**src/rtl/btn_pulser_pkg.sv**
```systemverilog
package btn_pulser_pkg;

  localparam int MAX_HIST = 64;

  // Acceptance shape: the LOW_LEN oldest samples are 0, all newer samples are 1.
  function automatic logic [MAX_HIST-1:0] settle_pattern(input int hist_len, input int low_len);
    logic [MAX_HIST-1:0] p;
    p = '0;
    for (int i = 0; i < MAX_HIST; i++) begin
      if (i < hist_len - low_len) p[i] = 1'b1;
    end
    return p;
  endfunction

  // Clocks from a stable raw high to the visible pulse.
  function automatic int press_latency(input int sync_stages, input int hist_len, input int low_len);
    return sync_stages + (hist_len - low_len) + 1;
  endfunction

endpackage

```
**src/rtl/btn_sync.sv**
```systemverilog
module btn_sync #(
  parameter int STAGES = 2
) (
  input  logic clk,
  input  logic rst,
  input  logic d_async,
  output logic q_sync,
  output logic q_first
);
  logic [STAGES-1:0] chain;

  generate
    if (STAGES == 1) begin : g_single
      always_ff @(posedge clk) begin
        if (rst) chain <= '0;
        else     chain <= d_async;
      end
    end else begin : g_multi
      always_ff @(posedge clk) begin
        if (rst) chain <= '0;
        else     chain <= {chain[STAGES-2:0], d_async};
      end
    end
  endgenerate

  assign q_first = chain[0];
  assign q_sync  = chain[STAGES-1];
endmodule

```
**src/rtl/btn_history.sv**
```systemverilog
module btn_history #(
  parameter int HIST_LEN = 16
) (
  input  logic                clk,
  input  logic                rst,
  input  logic                sample,
  output logic [HIST_LEN-1:0] hist
);
  always_ff @(posedge clk) begin
    if (rst) hist <= '0;
    else     hist <= {hist[HIST_LEN-2:0], sample};
  end
endmodule

```
**src/rtl/btn_pattern_match.sv**
```systemverilog
module btn_pattern_match
  import btn_pulser_pkg::*;
#(
  parameter int HIST_LEN = 16,
  parameter int LOW_LEN  = 2
) (
  input  logic [HIST_LEN-1:0] hist,
  output logic                hit
);
  localparam logic [MAX_HIST-1:0] FULL_PAT = settle_pattern(HIST_LEN, LOW_LEN);
  localparam logic [HIST_LEN-1:0] PAT      = FULL_PAT[HIST_LEN-1:0];

  assign hit = (hist == PAT);
endmodule

```
**src/rtl/btn_press_pulser.sv**
```systemverilog
module btn_press_pulser #(
  parameter int SYNC_STAGES = 2,
  parameter int HIST_LEN    = 16,
  parameter int LOW_LEN     = 2
) (
  input  logic clk,
  input  logic rst,
  input  logic btn_raw,
  output logic press_pulse
);
  logic                sync_first;
  logic                sync_level;
  logic [HIST_LEN-1:0] history;
  logic                shape_hit;
  logic                pulse_q;

  btn_sync #(.STAGES(SYNC_STAGES)) u_sync (
    .clk     (clk),
    .rst     (rst),
    .d_async (btn_raw),
    .q_sync  (sync_level),
    .q_first (sync_first)
  );

  btn_history #(.HIST_LEN(HIST_LEN)) u_hist (
    .clk    (clk),
    .rst    (rst),
    .sample (sync_level),
    .hist   (history)
  );

  btn_pattern_match #(.HIST_LEN(HIST_LEN), .LOW_LEN(LOW_LEN)) u_match (
    .hist (history),
    .hit  (shape_hit)
  );

  always_ff @(posedge clk) begin
    if (rst) pulse_q <= 1'b0;
    else     pulse_q <= shape_hit;
  end

  assign press_pulse = pulse_q;
endmodule

```
**config.mk**
```make
export PLATFORM = sky130hd
export DESIGN_NAME = btn_press_pulser
export DESIGN_NICKNAME = d
export VERILOG_FILES = /design/src/rtl/btn_pulser_pkg.sv /design/src/rtl/btn_sync.sv /design/src/rtl/btn_history.sv /design/src/rtl/btn_pattern_match.sv /design/src/rtl/btn_press_pulser.sv
export SDC_FILE = /design/constraint.sdc
export NUM_CORES = 1
export LEC_CHECK = 0
export ABC_AREA = 1
export BUFFER_PORTS_ARGS = -buffer_cell sky130_fd_sc_hd__buf_2
export CAP_MARGIN = 10
export CORE_MARGIN = 2
export CORE_UTILIZATION = 42
export CTS_BUF_LIST = sky130_fd_sc_hd__clkbuf_4
export DETAILED_ROUTE_END_ITERATION = 7
export SLEW_MARGIN = 20
export SYNTH_ARGS = -nofsm -noshare
export SYNTH_HDL_FRONTEND = slang
export SYNTH_SLANG_ARGS = --single-unit
```
**constraint.sdc**
```tcl
create_clock -name clk -period 0.8 [get_ports clk]
set_input_delay 0.12 -clock clk [delete_from_list [all_inputs] [get_ports clk]]
set_output_delay 0.12 -clock clk [all_outputs]
set_load 0.1 [all_outputs]
```
# Yosys cells after proc, flatten, opt, wreduce, memory -nomap -nowiden
# Cells that the tools add are included.
[totals] in_bits=3 out_inout_bits=1 reg_bits=19 word_cells=4
[op_classes] n_eq_ne=1
[ops] cell="$eq 16x14->1 const B" n=1

# Depth between registers and ports, before layout
[depth] word_depth=1 depth_mapped=5 ltp_nobuf=5

# Cells and area by module
# A second synthesis with hierarchy kept.
[unflattened] hier_cells=76 area_unflattened_um2=623.1
[modules_own_cells] module="btn_history" area_each_um2=474.2 n_inst=1 cells_per_inst=50 seq_area_each_um2=320.3
[modules_own_cells] module="btn_pattern_match" area_each_um2=63.8 n_inst=1 cells_per_inst=17 seq_area_each_um2=0.0
[modules_own_cells] module="btn_sync" area_each_um2=55.1 n_inst=1 cells_per_inst=6 seq_area_each_um2=40.0
[modules_own_cells] module="btn_press_pulser" area_each_um2=30.0 n_inst=1 cells_per_inst=3 seq_area_each_um2=20.0

# Worst setup path after synthesis
# No wires, ideal clock.
[synth_path] path_type="register to output" from="reg pulse_q, in the netlist press_pulse" to="out press_pulse" arrival_time_ns=0.909 path_slack_ns=-0.229 required_ns=0.680 stages_incl_launch_ff=1 path_buffers=0 cell_sequence="dfxtp_1"
[synth_lines] item="start: declaration" line="btn_press_pulser.sv:15" text="logic pulse_q;"
[synth_lines] item="start signal: assignment" line="btn_press_pulser.sv:39" text="else pulse_q <= shape_hit;"
[synth_lines] item="end: declaration" line="btn_press_pulser.sv:9" text="output logic press_pulse"
# No word-level cell between the ends.

# Worst setup path after layout
[layout_path] from="reg pulse_q, in the netlist press_pulse" to="out press_pulse"
# No word-level cell between the ends.

==> results.sh <==
export IMPL_core_area_sq_mm=0.00132
export IMPL_rsz0062_at_grt="true"
export IMPL_ctsResizeCount=0
export IMPL_synthAdderAreaFrac=0
export IMPL_drive_gt1_frac=0.150
export IMPL_syn_instance_count=72
export IMPL_avgSynthCellArea_sq_um=8.41
export IMPL_grt_pass1_vias=329
export IMPL_status="finished with violations"
export IMPL_ys_seq_elements=19
export IMPL_die_h_um=42.0
export IMPL_leakagePower_uw=0.000264
export IMPL_crit_buf_inv=1
export IMPL_hold_depth=3
export IMPL_die_area_sq_mm=0.00176
export IMPL_setup_viol=1
export IMPL_syn_nets=75
export IMPL_hold_end="u_sync.chain[0]$_SDFF_PP0_"
export IMPL_finalCritPeriodShare=1.16
export IMPL_crit_chain="buf_12"
export IMPL_crit_path_end_kind="output pin"
export IMPL_clk_latency_ns=0.29
export IMPL_dr_pass1_iters=4
export IMPL_grt_max_degree=12
export IMPL_regArea_sq_um=382
export IMPL_crit_path_max_incr_delay_ns=0.35
export IMPL_synth_compound_area_frac=0
export IMPL_startpoint_type="flip-flop"
export IMPL_worst_slack_ns=-0.132
export IMPL_synthArstFlopShare=0
export IMPL_ys_flop_type="dfxtp_1"
export IMPL_critPathLaunch="press_pulse$_SDFF_PP0_"
export IMPL_synth_top_family_by_area="simple AND/OR/NAND/NOR gates"
export IMPL_vias_per_cell=4.05
export IMPL_slew_viol_final=0
export IMPL_drc=0
export IMPL_synth_most_common_cell="nor2_1"
export IMPL_fin_tns_setup_ns=-0.132
export IMPL_die_w_um=42.0
export IMPL_cts_buffers=3
export IMPL_drt_iter0_drc=3
export IMPL_synthMuxAreaShare=0
export IMPL_crit_type="reg2out"
export IMPL_slew_headroom=0.885
export IMPL_reg2reg_slack_ns=0.07
export IMPL_tightest_slew_ns=0.173
export IMPL_start_util=0.460
export IMPL_clk_pin_slew_ns=0.10
export IMPL_diodes=0
export IMPL_hold_buffers=0
export IMPL_yosysTopAreaCellShare=0.628
export IMPL_violations="negative setup slack"
export IMPL_r2r_start="u_hist.hist[2]$_SDFF_PP0_"
export IMPL_nFillCells=133
export IMPL_placedCellCount=91
export IMPL_io_pins=4
export IMPL_hpwl_um=609
export IMPL_routabilityCongestion=0.671
export IMPL_critPathArrivalTime_ns=0.81
export IMPL_syn_area_sq_um=606
export IMPL_critPathTopFamily="flip-flops"
export IMPL_yosysTopAreaCell="dfxtp_1"
export IMPL_synth_simple_area_share=0.213
export IMPL_synth_xor_area_frac=0
export IMPL_multi_input_area_sq_um=129
export IMPL_final_hold_violation_count=0
export IMPL_crit_required_ns=0.68
export IMPL_period_minus_slack_ns=0.932
export IMPL_final_nets=84
export IMPL_wirelength_um=792
export IMPL_port_buffers=3
export IMPL_cts_tree="done"
export IMPL_synth_distinct_cells=8
export IMPL_grt_antenna_before_repair=0
export IMPL_postCtsSetupBuffers=0
export IMPL_wl_per_cell_um=8.34
export IMPL_grt_pass1_wl_um=1360
export IMPL_worstHoldStart="btn_raw"
export IMPL_hold_path_class="in2reg"
export IMPL_grt_total_usage=0.108
export IMPL_cts_root_buf="clkbuf_4"
export IMPL_cap_viol_max_count=0
export IMPL_htree_levels=1
export IMPL_vias=385
export IMPL_ys_seq_area_frac=0.628
export IMPL_rows=13
export IMPL_pre_cts_ws_ns=0.0865
export IMPL_ant_nets=0
export IMPL_syn_to_final_growth_pct=14.5
export IMPL_netlist_top_cells_area="dfxtp_1 (63%), nor2_1 (14%), inv_1 (12%)"
export IMPL_reg2reg_depth=4
export IMPL_stdcell_count=95
export IMPL_rr_endpoint="press_pulse$_SDFF_PP0_"
export IMPL_clock_sinks=19
export IMPL_synth_commonest_cells="nor2_1 (22), dfxtp_1 (19), inv_1 (19)"
export IMPL_path_max_fanout=1
export IMPL_slowest_stage="dfxtp_2"
export IMPL_ir_drop_mv=1.19
export IMPL_overflow=0
export IMPL_synth_edf_count=0
export IMPL_ys_warnings_count=0
export IMPL_clockBufferDepth=2
export IMPL_fin_worst_skew_ns=0.00390
export IMPL_max_freq_mhz=1070
export IMPL_power_density_mw_per_mm2=2100
-- final cells by class --
cell class / count / area share
Clock buffer: 3 / 0.0325
Sequential cell: 19 / 0.551
Timing Repair Buffer: 6 / 0.0939
Multi-Input combinational cell: 32 / 0.186
Inverter: 19 / 0.103
Clock inverter: 1 / 0.00722
Tap cell: 15 / 0.0271
-- state kept, by name, summed over array words and instances, names as in the netlist --
register      flops
u_hist.hist      16
u_sync.chain      2
press_pulse       1
-- worst max-delay path by stage --
stage / cells after the start / slack (ns) / to
global route: 1 / -0.18 / press_pulse
detailed placement: 4 / 0.09 / press_pulse$_SDFF_PP0_
floorplan: 0 / 0.05 / press_pulse
finish: 1 / -0.13 / press_pulse
CTS: 1 / -0.15 / press_pulse
global placement: 4 / 0.12 / press_pulse$_SDFF_PP0_
-- kinds of logic (layout without fill, tap and decap cells) --
family,Yosys count,count (layout)
AND/OR/NAND/NOR,32,32
buffers and inverters,21,29
flip-flops,19,19
-- cell usage in the layout (no fill, tap or decap) --
master	n
nand2_1	8
clkinv_2	1
dfxtp_2	1
nor2_4	1
nor2_1	22
inv_1	19
clkbuf_4	3
buf_4	2
dfxtp_1	18
buf_12	2
nand3_1	1
buf_2	2
-- through the flow --
step / hold slack [ns] / power, uW / utilization / instance area (sq um)
floorplan: 0.227 / 1010 / - / 607
global placement: 0.322 / 1020 / 0.505 / 666
detailed placement: 0.328 / 1020 / 0.505 / 666
CTS: 0.0127 / 1480 / 0.526 / 693
global route: 0.000721 / 1530 / 0.526 / 693
finish: 0.0222 / 1460 / 0.526 / 693
-- power by group --
group	switching, uW	internal, uW
registers	2.63	953
logic	22.1	22.3
clock network	271	186
-- routing by layer --
| metal | vias to the layer above | GRT usage | share of wire |
|---|---|---|---|
| met4 | 0 | 0.0774 | 0.027 |
| li1 | 212 | - | - |
| met5 | - | 0 | 0 |
| met2 | 8 | 0.141 | 0.41 |
| met1 | 161 | 0.138 | 0.51 |
| met3 | 4 | 0.0517 | 0.043 |
No activity file was read; power rests on OpenSTA's default activity.
